File: config.mk
export PLATFORM = sky130hd
export DESIGN_NAME = csb_status_bank
export DESIGN_NICKNAME = d
export VERILOG_FILES = /design/src/rtl/csb_pkg.sv /design/src/rtl/csb_cmd_decode.sv /design/src/rtl/csb_evt_gate.sv /design/src/rtl/csb_flag_cell.sv /design/src/rtl/csb_status_bank.sv
export SDC_FILE = /design/constraint.sdc
export NUM_CORES = 1
export LEC_CHECK = 0
export ABC_AREA = 1
export BUFFER_PORTS_ARGS = -buffer_cell sky130_fd_sc_hd__buf_4
export CAP_MARGIN = 5
export CORE_MARGIN = 3
export CORE_UTILIZATION = 36
export DETAILED_ROUTE_END_ITERATION = 6
export HOLD_SLACK_MARGIN = 0.08
export PLACE_DENSITY = 0.78
export SKIP_LAST_GASP = 1
export SYNTH_ARGS = -nofsm -noshare
export SYNTH_HDL_FRONTEND = slang
export SYNTH_SLANG_ARGS = --single-unit
File: constraint.sdc
create_clock -name clk -period 1.1 [get_ports clk]
set_input_delay 0 -clock clk [delete_from_list [all_inputs] [get_ports clk]]
set_output_delay 0 -clock clk [all_outputs]
set_load 0.1 [all_outputs]
File: src/rtl/csb_pkg.sv
// Package: shared positions for the controller status bank.
// Flag index order inside the bank: 0 operational, 1 role, 2 mode error,
// 3 tx overflow, 4 rx overflow, 5 abort, 6 tx underflow, 7 rx underflow.
// Error event k maps to flag index k+2.
package csb_pkg;

    localparam int N_FLAG   = 8;
    localparam int BUSY_POS = 13;
    localparam int NO_GATE  = -1;

    // Status word bit position of flag i.
    function automatic int stat_pos(input int i);
        case (i)
            0:       return 0;
            1:       return 1;
            2:       return 7;
            default: return i + 5;
        endcase
    endfunction

    // Command bit that clears flag i.
    function automatic int clr_pos(input int i);
        case (i)
            0:       return 0;
            1:       return 2;
            2:       return 6;
            7:       return 4;
            default: return i + 5;
        endcase
    endfunction

    // Command bit that sets flag i.
    function automatic int set_pos(input int i);
        case (i)
            0:       return 1;
            1:       return 3;
            2:       return 7;
            7:       return 5;
            default: return i + 9;
        endcase
    endfunction

    // Control bit enabling hardware capture for flag i.
    function automatic int gate_pos(input int i);
        case (i)
            0, 1, 2: return NO_GATE;
            default: return i + 5;
        endcase
    endfunction

endpackage

File: src/rtl/csb_cmd_decode.sv
// Module: csb_cmd_decode
// Turns one command write into per-flag set and clear pulses.
// Assumes the command word is wide enough for every position in csb_pkg.
module csb_cmd_decode
    import csb_pkg::*;
#(
    parameter int CMD_W = 16
) (
    input  logic              wr,
    input  logic [CMD_W-1:0]  cmd,
    output logic [N_FLAG-1:0] set_req,
    output logic [N_FLAG-1:0] clr_req
);

    for (genvar i = 0; i < N_FLAG; i++) begin : g_dec
        localparam int SP = set_pos(i);
        localparam int CP = clr_pos(i);
        // Pick this flag's two command bits, qualified by the strobe.
        assign set_req[i] = wr & cmd[SP];
        assign clr_req[i] = wr & cmd[CP];
    end

endmodule

File: src/rtl/csb_evt_gate.sv
// Module: csb_evt_gate
// Qualifies hardware error events with their control enables and maps
// them onto flag indices. The mode-error event has no enable. The two
// level flags (operational, role) receive no events.
module csb_evt_gate
    import csb_pkg::*;
#(
    parameter int N_ERR  = 6,
    parameter int CTRL_W = 16
) (
    input  logic [N_ERR-1:0]  evt,
    input  logic [CTRL_W-1:0] ctrl,
    output logic [N_FLAG-1:0] hit
);

    assign hit[1:0] = 2'b00;

    for (genvar k = 0; k < N_ERR; k++) begin : g_gate
        localparam int GP = gate_pos(k + 2);
        if (GP == NO_GATE) begin : g_free
            // Always taken.
            assign hit[k+2] = evt[k];
        end else begin : g_gated
            // Taken only with its control enable.
            assign hit[k+2] = evt[k] & ctrl[GP];
        end
    end

endmodule

File: src/rtl/csb_flag_cell.sv
// Module: csb_flag_cell
// One sticky status bit. Priority: a taken event sets; otherwise a lone set
// or a lone clear acts; set with clear together holds.
module csb_flag_cell (
    input  logic clk,
    input  logic rst_n,
    input  logic set_req,
    input  logic clr_req,
    input  logic evt_hit,
    output logic q
);

    // Update the bit with event-over-command priority.
    always_ff @(posedge clk) begin
        if (!rst_n)                   q <= 1'b0;
        else if (evt_hit)             q <= 1'b1;
        else if (set_req && !clr_req) q <= 1'b1;
        else if (clr_req && !set_req) q <= 1'b0;
    end

endmodule

File: src/rtl/csb_status_bank.sv
// Module: csb_status_bank (top)
// Holds the controller's operational, role and six error bits. They change
// only through command pulses and gated hardware events. Drives the status
// word, the error interrupt and the two level outputs. Assumes cmd_wr is one
// cycle per software write.
module csb_status_bank
    import csb_pkg::*;
#(
    parameter int CMD_W  = 16,
    parameter int CTRL_W = 16,
    parameter int N_ERR  = 6,
    parameter int STAT_W = 16
) (
    input  logic              clk,
    input  logic              rst_n,
    input  logic              cmd_wr,
    input  logic [CMD_W-1:0]  cmd_data,
    input  logic [CTRL_W-1:0] ctrl_word,
    input  logic [N_ERR-1:0]  err_evt,
    input  logic              busy_in,
    output logic [STAT_W-1:0] status_word,
    output logic              err_irq,
    output logic              op_enable,
    output logic              master_sel
);

    localparam int ERR_LO = N_FLAG - N_ERR;

    logic [N_FLAG-1:0] set_req;
    logic [N_FLAG-1:0] clr_req;
    logic [N_FLAG-1:0] hit;
    logic [N_FLAG-1:0] flag_q;

    csb_cmd_decode #(.CMD_W(CMD_W)) u_dec (
        .wr      (cmd_wr),
        .cmd     (cmd_data),
        .set_req (set_req),
        .clr_req (clr_req)
    );

    csb_evt_gate #(.N_ERR(N_ERR), .CTRL_W(CTRL_W)) u_gate (
        .evt  (err_evt),
        .ctrl (ctrl_word),
        .hit  (hit)
    );

    for (genvar i = 0; i < N_FLAG; i++) begin : g_flag
        csb_flag_cell u_cell (
            .clk     (clk),
            .rst_n   (rst_n),
            .set_req (set_req[i]),
            .clr_req (clr_req[i]),
            .evt_hit (hit[i]),
            .q       (flag_q[i])
        );
    end

    // Place the stored bits and the busy level into the status word.
    always_comb begin
        status_word = '0;
        for (int i = 0; i < N_FLAG; i++) status_word[stat_pos(i)] = flag_q[i];
        status_word[BUSY_POS] = busy_in;
    end

    // Error interrupt and the two level outputs.
    assign err_irq    = |flag_q[N_FLAG-1:ERR_LO];
    assign op_enable  = flag_q[0];
    assign master_sel = flag_q[1];

endmodule

==> run_results.csv, run 1 <==
group,metric,value,unit
sta,fmax,1010,MHz
worst_setup_path,rr_startpoint,"g_flag[2].u_cell.q",
synth,synth_xor_xnor_area_share,0,%
sta,final.period_utilization,90.2,%
clocking,clock_sinks,8,
worst_setup_path,required,1.10,ns
floorplanning,start_util,41.2,%
clocking,numCtsBuffers,3,
synth,synth_compound_area_share,7.72,%
worst_setup_path,critical-path-top-delay-family,"flip-flops",
place,post-place-ws,0.184,ns
worst_hold_path,min_path_type,"input port to primary output",
place,placed_cells,153,
cells_and_area,final_layout_size_suffix_gt1_share,33.3,%
worst_hold_path,min_path_cells,0,
synth,synth_area,664,sq um
synth,synth.area.mux_share,0,%
floorplanning,coreArea,0.00161,sq mm
floorplanning,io_pins,61,
clocking,cts_htree_levels,1,
drt,ant_nets,0,
synth,synth_area_leader_cell,"dfxtp_1",
clocking,path_clk_slew,0.05,ns
worst_setup_path,path_buf_inv,1,
sta,period_minus_slack,0.993,ns
worst_setup_path,ff2ff_setup_slack,0.42,ns
floorplanning,die_h,49.0,um
drt,drt_pre_antenna_iters,3,
worst_setup_path,critical_path.max_fanout,3,
grt,grt_pass1_vias,677,
cells_and_area,layout.cells.non_filler,168,
floorplanning,rows,14,
drt,wirelength,1.55,mm
synth,yosys.area_share.simple,23.4,%
worst_setup_path,critPathKind,"flip-flop to primary output",
synth,synth_cell_types,14,
worst_hold_path,whs_endpoint,"status_word[13]",
synth,synth_top_family_by_area,"buffers and inverters",
synth,avgSynthCellArea,6.58,sq um
run,maxCapViolCount,0,
place,routabilityCongestion,0.675,
synth,synth_seq_cells,8,
clocking,post_cts_buffers,0,
worst_setup_path,worstPathCellList,"nor2_1, nand3_2, buf_6",
grt,grt_max_degree,17,
synth,ys_warn_count,0,
drt,drc,0,
sta,tns,0,ns
clocking,clock_latency,0.25,ns
sta,worst_hold_slack,0.0000439,ns
cells_and_area,syn_to_final_growth,55.4,%
worst_setup_path,r2r.worst_path.cells,4,
worst_setup_path,cp_slowest_cell,"dfxtp_1",
cells_and_area,reg.largest.list,"g_flag.u_cell.q x8",
place,detailed_place_hpwl,1.21,mm
sta,slew_violations,0,
sta,rsz0062_at_grt,"no",
synth,synthTopCellsByArea,"dfxtp_1 (24%), buf_4 (19%), nand2_1 (17%), ha_1 (13%), inv_1 (9.6%)",
synth,synth_cells,101,
synth,synth_fa_ha_area_share,13.2,%
place,port_buffers,40,
clocking,cts_tree,"yes",
cells_and_area,nets,195,
grt,grt_pass1_wl,2.62,mm
drt,num_vias,705,
grt,overflow,0,
sta,setup_viol,0,
worst_setup_path,startpoint_type,"flip-flop",
worst_setup_path,cpPeakStageDelay,0.32,ns
clocking,clock_path_buffers,2,
cells_and_area,n_antenna_cell,0,
power_and_ir_drop,leakagePower,0.599,nW
power_and_ir_drop,max-vdd-ir-drop,0.524,mV
clocking,ctsHoldBuffers,12,
outcome,status,"complete, no violations",
worst_setup_path,endpoint_kind,"primary output",
cells_and_area,largest_reg_flops,8,
floorplanning,die_w,49.0,um
cells_and_area,regMostFlops,"g_flag.u_cell.q",
drt,drt-vias-per-instance,4.20,
worst_hold_path,min_from,"busy_in",
worst_setup_path,reg2reg_to,"g_flag[2].u_cell.q",
synth,ys_seq_area_share,24.1,%
floorplanning,dieArea,0.00240,sq mm
synth,synth_top_cell_area_share,24.1,%
worst_setup_path,worst_ep_arrival_time,0.99,ns
power_and_ir_drop,p_per_area,1180,mW/mm^2
grt,track_usage,13.7,%
clocking,ctsRootBufferMaster,"clkbuf_4",
sta,setup_ws,0.107,ns
drt,drtIter0Drc,4,
sta,clock_skew,0,ns
sta,hold_viol,0,
drt,routedWlPerCell,9.20,um
grt,antenna_found_initial,0,
[worst max path at each step]
stage | to | slack (ns) | cells after the start | startpoint
after floorplan | status_word[0] | 0.07 | 1 | g_flag[0].u_cell.q
after global placement | g_flag[1].u_cell.q | 0.21 | 6 | cmd_wr
after detailed placement | g_flag[1].u_cell.q | 0.18 | 6 | cmd_wr
after CTS | err_irq | 0.06 | 3 | g_flag[4].u_cell.q
after global routing | err_irq | 0.03 | 3 | g_flag[3].u_cell.q
final | err_irq | 0.11 | 3 | g_flag[5].u_cell.q
[layout make-up]
| class | count | area [sq um] |
|---|---|---|
| Inverter | 18 | 67.6 |
| Clock buffer | 3 | 22.5 |
| Timing Repair Buffer | 52 | 424 |
| Fill cell | 153 | 579 |
| Tap cell | 24 | 30.0 |
| Multi-Input combinational cell | 63 | 325 |
| Sequential cell | 8 | 163 |
[stage by stage]
step | power [W] | instance area [sq um] | utilization, %
6_report | 0.00122 | 1030 | 64.1
5_1_grt | 0.00129 | 1030 | 64.1
4_1_cts | 0.00123 | 1030 | 63.8
3_5_place_dp | 0.000969 | 886 | 55.0
3_3_place_gp | 0.000957 | 886 | 55.0
2_1_floorplan | 0.000886 | 694 | -
[kinds of logic (layout without fill, tap and decap cells)]
| kind of cell | count (synthesis) | after routing |
|---|---|---|
| compound gates | 9 | 9 |
| fa+ha+maj | 7 | 7 |
| buf+inv | 36 | 73 |
| flops | 8 | 8 |
| other cells | 1 | 7 |
| simple gates | 40 | 40 |
[Yosys cell counts]
library cell,instances
inv_1,17
o21ai_0,2
a21oi_1,2
nand2_2,1
buf_6,1
a31oi_1,5
nand2_1,30
buf_4,17
nand3_1,2
ha_1,7
dfxtp_1,8
inv_2,1
nor2_1,7
conb_1,1
[placed cells by master, fill, tap and decap left out, types with 3 or more instances in the layout]
master         instances
dfxtp_1                6
ha_1                   7
nand2_1               30
inv_1                 17
buf_4                 39
clkbuf_4               3
dlygate4sd3_1         12
conb_1                 7
a31oi_1                5
nor2_1                 7
[per-layer routing]
layer	routed length (um)	vias to the layer above	GRT usage (%)
met5	0	-	0
met4	0	0	5.69
met3	162	0	4.59
met2	816	32	28.1
met1	567	304	11.8
li1	-	369	-
[report_power, final]
group	internal, W	switching [W]	leakage, nW	total [W]
sequential	0.000316	0.0000191	0.0670	0.000336
clock	0.000125	0.0000969	0.0138	0.000222
combinational	0.000188	0.000473	0.518	0.000661
[what timing repair did]
| action | in CTS | in global routing |
|---|---|---|
| endpoints found under the hold margin | 9 | 1 |
| gates resized for setup | 0 | 1 |
| setup endpoints to repair | 0 | 1 |
No activity file was read; power rests on OpenSTA's default activity.
==> inputs of run 2 (changes only) <==
Settings changed: ABC_AREA 1 to unset, CORE_UTILIZATION 36 to 35.
==> run 2 against run 1 <==
  * The flow now finishes with violations (setup timing)
  * Critical path depth decreased by 2
  * Maximum frequency shrank 16%
  * Clock power is 4% higher
  * Area after synthesis decreased by 6.0%
  * Cell count fell by 14%
  * Sequential share of layout area about the same
  * Sequential power is essentially flat
  * Largest cell class unchanged
  * Largest power group unchanged
  * Highest routed layer unchanged
==> run_results.csv, run 2 <==
group,metric,value,unit
drt,ant_nets,0,
worst_setup_path,critical_path.max_fanout,1,
clocking,cts_tree,"yes",
floorplanning,dieArea,0.00233,sq mm
drt,wirelength,1.48,mm
sta,setup_ws,-0.0780,ns
synth,synthTopCellsByArea,"dfxtp_1 (26%), buf_4 (19%), ha_1 (14%), mux2i_1 (11%), nand2_1 (7.8%)",
cells_and_area,final_layout_size_suffix_gt1_share,40.8,%
drt,routedWlPerCell,10.3,um
cells_and_area,reg.largest.list,"g_flag.u_cell.q x8",
sta,hold_viol,0,
worst_setup_path,path_buf_inv,1,
clocking,clock_sinks,8,
synth,synth_cells,75,
floorplanning,coreArea,0.00159,sq mm
synth,synth.most_common_cell,"buf_4",
cells_and_area,nFillCells,119,
drt,num_vias,623,
drt,drtIter0Drc,5,
sta,fmax,849,MHz
power_and_ir_drop,clockPowerShare,19.3,%
grt,grt_pass1_wl,2.28,mm
cells_and_area,regMostFlops,"g_flag.u_cell.q",
cells_and_area,largest_reg_flops,8,
run,maxCapViolCount,0,
clocking,ctsRootBufferMaster,"clkbuf_4",
clocking,cts_htree_levels,1,
sta,final.period_utilization,107,%
drt,drc,0,
synth,synth_top_cell_area_share,25.7,%
floorplanning,io_pins,61,
worst_setup_path,cp_slowest_cell,"dlygate4sd3_1",
synth,ys_warn_count,0,
clocking,numCtsBuffers,3,
clocking,path_clk_slew,0.06,ns
worst_hold_path,min_path_type,"input port to flip-flop",
cells_and_area,n_antenna_cell,0,
synth,synth_async_sr_flop_share,0,%
grt,grt_max_degree,17,
sta,clock_skew,0,ns
cells_and_area,final_common_cell,"buf_4",
drt,drt_pre_antenna_iters,4,
cells_and_area,design_area,0.00104,sq mm
grt,grt_pass1_vias,578,
sta,tns,-0.114,ns
sta,rsz0062_at_grt,"yes",
power_and_ir_drop,max-vdd-ir-drop,0.665,mV
outcome,status,"complete, but fails checks",
clocking,post_cts_buffers,0,
grt,track_usage,14.1,%
worst_setup_path,critPathKind,"input port to primary output",
floorplanning,rows,14,
worst_setup_path,worst_ep_arrival_time,1.18,ns
grt,antenna_found_initial,0,
power_and_ir_drop,seq_power_share,28.1,%
cells_and_area,nets,171,
synth,synth_flop_cell,"dfxtp_1",
place,place_area,857,sq um
worst_setup_path,required,1.10,ns
cells_and_area,layout_common_cells,"buf_4 (39), dlygate4sd3_1 (13), nand2_1 (12)",
power_and_ir_drop,p_switching,0.000549,W
cells_and_area,syn_to_final_growth,66.3,%
synth,ys_top_cells_by_count,"buf_4 (16), nand2_1 (13), dfxtp_1 (8)",
floorplanning,die_h,48.2,um
worst_setup_path,worstPathCellList,"dlygate4sd3_1",
power_and_ir_drop,p_int,0.000646,W
power_and_ir_drop,power.total,0.00120,W
clocking,clock_latency,0.25,ns
power_and_ir_drop,leakagePower,0.544,nW
synth,ys_seq_area_share,25.7,%
place,post-place-ws,0.0932,ns
synth,synth_cell_types,15,
sta,slew_violations,0,
power_and_ir_drop,p_comb_share,52.6,%
place,routabilityCongestion,0.641,
synth,synth_area_leader_cell,"dfxtp_1",
worst_setup_path,critical-path-top-delay-family,"buffers and inverters",
synth,synth_area,624,sq um
sta,setup_viol,2,
worst_setup_path,startpoint_type,"input port",
floorplanning,die_w,48.2,um
clocking,clock_path_buffers,2,
power_and_ir_drop,p_per_area,1150,mW/mm^2
sta,slew-limit-headroom,35.3,%
floorplanning,start_util,39.2,%
worst_setup_path,endpoint_kind,"primary output",
synth,synth_seq_cells,8,
power_and_ir_drop,switching_share,46.0,%
grt,overflow,0,
drt,drt-vias-per-instance,4.33,
sta,tightest_slew,0.968,ns
synth,synth_edf_count,0,
outcome,violations,"setup timing",
synth,avgSynthCellArea,8.32,sq um
sta,period_minus_slack,1.18,ns
worst_setup_path,cpPeakStageDelay,1.18,ns
place,port_buffers,40,
## run 2: cell types whose count changed after synthesis, sizes merged
cell and delta:
nor2 -2, nand2 -18, o21ai -2, nor4 +1
buf -1, nand2b +1, a21bo +1, a21oi +3
mux2i +7, inv -17, nand3 -2, a31oi -5
a221oi +1, and2 +7
## run 2: power by group through the flow
stage	Clock [W]	Combinational (W)	Sequential (W)
after floorplan	0	0.000463	0.000351
after global placement	0	0.000551	0.000334
after detailed placement	0	0.000556	0.000335
after CTS	0.000241	0.000612	0.000336
after global routing	0.000251	0.000666	0.000338
final	0.000231	0.000629	0.000336
## run 2: path summary, 6_finish.rpt
kind | startpoint | end | slack, ns | depth (start not counted)
setup / recovery | busy_in | status_word[13] | -0.08 | 1
hold reg to reg | g_flag[1].u_cell.q | g_flag[1].u_cell.q | 0.51 | 2
hold / removal | rst_n | g_flag[0].u_cell.q | 0.1 | 3
setup reg to reg | g_flag[2].u_cell.q | g_flag[2].u_cell.q | 0.20 | 2
## run 2: cell families (layout without fill, tap and decap cells)
family          Yosys count  after routing  share of synthesized area (%)
compound gates            7              7                           8.01
fa+ha+maj                 7              7                           14.0
buf+inv                  18             57                           20.6
flops                     8              8                           25.7
mux                       7              7                           11.2
other cells               1              7                          0.601
simple gates             27             27                           19.8
## run 2: metrics by stage
| step | cells | utilization, % | hold WS [ns] |
|---|---|---|---|
| floorplan | 81 | - | 0.136 |
| global placement | 128 | 53.8 | 0.00118 |
| detailed placement | 128 | 53.8 | 0.00118 |
| CTS | 143 | 64.5 | 0.00118 |
| global route | 144 | 65.1 | 0.109 |
| finish | 144 | 65.1 | 0.0968 |
## run 2: what timing repair did
item	4_1_cts	5_1_grt
endpoints found under the hold margin	7	1
pin swaps	2	1
resized for setup	6	0
gates cloned	0	0
hold buffers	12	1
setup endpoints to repair	1	1
## run 2: metal layers
layer,track usage [%],up-vias,wire length (um)
li1,-,319,-
met1,15.5,270,585
met2,24.2,34,741
met3,5.90,0,154
met4,4.84,0,0
met5,0,-,0
## run 2: layout make-up
cell class | count | area, sq um | area share (%)
Inverter | 1 | 3.75 | 0.361
Multi-Input combinational cell | 55 | 375 | 36.1
Tap cell | 24 | 30.0 | 2.89
Timing Repair Buffer | 53 | 443 | 42.7
Clock buffer | 3 | 22.5 | 2.17
Sequential cell | 8 | 164 | 15.8
==> inputs of run 3 (changes only) <==
Settings changed: BUFFER_PORTS_ARGS -buffer_cell sky130_fd_sc_hd__buf_4 to unset, CORE_UTILIZATION 35 to 45, DONT_BUFFER_PORTS set to 1, PLACE_DENSITY 0.78 to 0.6.
==> run 3 against run 2 <==
  * The flow still finishes with violations (setup timing)
  * Worst hold slack better by 0.0050 ns
  * Power fell by 5.6%
  * Critical path depth stayed put
  * Sequential power hardly changed
  * Maximum frequency is 0.38% lower
  * Wire length is 6.9% lower
  * Register-to-register slack is essentially flat
  * Largest cell class is now multi-input gates
  * Largest power group unchanged
  * Highest routed layer is now met4
==> run_results.csv, run 3 (synthesis results as in run 2) <==
group,metric,value,unit
outcome,status,"complete, but fails checks",
outcome,violations,"setup timing",
clocking,cts_htree_levels,1,
power_and_ir_drop,max-vdd-ir-drop,0.918,mV
clocking,clock_path_buffers,2,
cells_and_area,reg.largest.list,"g_flag.u_cell.q x8",
sta,setup_viol,2,
worst_hold_path,min_path_type,"input port to flip-flop",
drt,drtIter0Drc,2,
grt,grt_pass1_wl,2.25,mm
cells_and_area,final_common_cell,"dlygate4sd3_1",
sta,slew_violations,0,
grt,track_usage,16.9,%
clocking,cts_tree,"yes",
drt,wirelength,1.38,mm
grt,overflow,0,
floorplanning,die_h,43.3,um
sta,worst_hold_slack,0.102,ns
floorplanning,io_pins,61,
sta,rsz0062_at_grt,"yes",
worst_setup_path,path_depth,1,
cells_and_area,multi_input_area,387,sq um
worst_setup_path,required,1.10,ns
cells_and_area,final_layout_size_suffix_gt1_share,24.7,%
cells_and_area,syn_to_final_growth,39.1,%
sta,period_minus_slack,1.18,ns
sta,clock_skew,0,ns
worst_setup_path,cpPeakStageDelay,1.18,ns
clocking,ctsRootBufferMaster,"clkbuf_4",
floorplanning,die_w,43.3,um
worst_setup_path,worst_ep_arrival_time,1.18,ns
worst_setup_path,worstPathCellList,"dlygate4sd3_1",
clocking,clock_sinks,8,
grt,grt_max_degree,16,
worst_setup_path,reg2reg_to,"g_flag[2].u_cell.q",
drt,num_vias,508,
drt,drt-vias-per-instance,4.75,
run,maxCapViolCount,0,
worst_setup_path,ff2ff_setup_slack,0.21,ns
sta,hold_viol,0,
clocking,clock_latency,0.25,ns
drt,drc,0,
power_and_ir_drop,leakagePower,0.415,nW
cells_and_area,design_area,868,sq um
place,port_buffers,0,
worst_setup_path,path_buf_inv,1,
grt,antenna_found_initial,0,
sta,setup_ws,-0.0825,ns
worst_setup_path,startpoint_type,"input port",
place,detailed_place_hpwl,907,um
cells_and_area,regMostFlops,"g_flag.u_cell.q",
place,place_area,649,sq um
floorplanning,start_util,52.0,%
cells_and_area,nets,144,
worst_setup_path,critPathKind,"input port to primary output",
drt,ant_nets,0,
sta,tns,-0.110,ns
worst_setup_path,cp_slowest_cell,"dlygate4sd3_1",
clocking,numCtsBuffers,3,
sta,tightest_slew,0.974,ns
sta,fmax,846,MHz
floorplanning,rows,12,
drt,routedWlPerCell,12.9,um
clocking,path_clk_slew,0.05,ns
worst_setup_path,crit_end,"status_word[13]",
worst_setup_path,critical_path.max_fanout,1,
place,routabilityCongestion,0.664,
cells_and_area,nFillCells,99,
power_and_ir_drop,p_per_area,1300,mW/mm^2
worst_setup_path,critical-path-top-delay-family,"buffers and inverters",
floorplanning,dieArea,0.00187,sq mm
cells_and_area,layout_common_cells,"dlygate4sd3_1 (16), nand2_1 (12)",
worst_setup_path,r2r.worst_path.cells,2,
cells_and_area,n_antenna_cell,0,
floorplanning,coreArea,0.00120,sq mm
worst_setup_path,endpoint_kind,"primary output",
cells_and_area,largest_reg_flops,8,
drt,drt_pre_antenna_iters,4,
sta,final.period_utilization,108,%
worst_setup_path,rr_startpoint,"g_flag[2].u_cell.q",
worst_setup_path,startpoint,"busy_in",
grt,grt_pass1_vias,518,
cells_and_area,regArea,165,sq um
sta,slew-limit-headroom,34.8,%
## run 3: changes by cell type in the layout (fill, tap and decap cells not counted)
cell	before	now
dfxtp_1	5	4
a21oi_1	5	2
dfxtp_2	3	4
dlygate4sd3_1	13	16
a21oi_2	0	3
buf_12	1	3
buf_4	39	7
## run 3: layout make-up
cell class / count / share of cell area, %
Clock buffer: 3 / 2.59
Multi-Input combinational cell: 55 / 44.5
Inverter: 1 / 0.432
Timing Repair Buffer: 26 / 31.4
Sequential cell: 8 / 19.0
Tap cell: 14 / 2.02
## run 3: worst min-delay path by stage
stage | start | to | slack (ns) | cells past startpoint
final | cmd_wr | g_flag[0].u_cell.q | 0.10 | 4
after global placement | busy_in | status_word[13] | 0.001 | 0
after floorplan | ctrl_word[8] | g_flag[3].u_cell.q | 0.14 | 2
after detailed placement | busy_in | status_word[13] | 0.001 | 0
after CTS | busy_in | status_word[13] | 0.001 | 0
after global routing | cmd_wr | g_flag[0].u_cell.q | 0.1 | 4
## run 3: repair_timing
item	CTS	global route
setup buffers	1	0
hold buffers	15	4
pin swaps	2	0
hold endpoints to repair	9	4
setup endpoints to repair	1	5
gates cloned	0	0
resized for setup	4	3
## run 3: metrics by stage
stage               setup slack [ns]  total power (W)  cells  utilization [%]
floorplan                     0.0683         0.000815     81                -
global placement               0.103         0.000823     87             54.1
detailed placement            0.0879         0.000827     87             54.1
CTS                          -0.0480          0.00112    106             70.5
global route                  -0.121          0.00120    107             72.3
finish                       -0.0825          0.00113    107             72.3
## run 3: worst register-to-register path: stages, from the launching register on
cell and delay (ns):
dfxtp_1 0.37, a21bo_1 0.23, a221oi_2 0.22
## run 3: layer usage
| metal | up-vias | GRT usage [%] | share of wire (%) |
|---|---|---|---|
| met5 | - | 0 | 0 |
| met4 | 0 | 5.42 | 0.80 |
| met3 | 2 | 8.05 | 9.6 |
| met2 | 31 | 31.6 | 54 |
| met1 | 211 | 15.8 | 35 |
| li1 | 264 | - | - |
## run 3: power by group
part	leakage, nW	total [W]	internal (W)	switching (W)
combinational	0.334	0.000571	0.000162	0.000409
clock	0.0138	0.000221	0.000125	0.0000960
sequential	0.0676	0.000337	0.000314	0.0000233
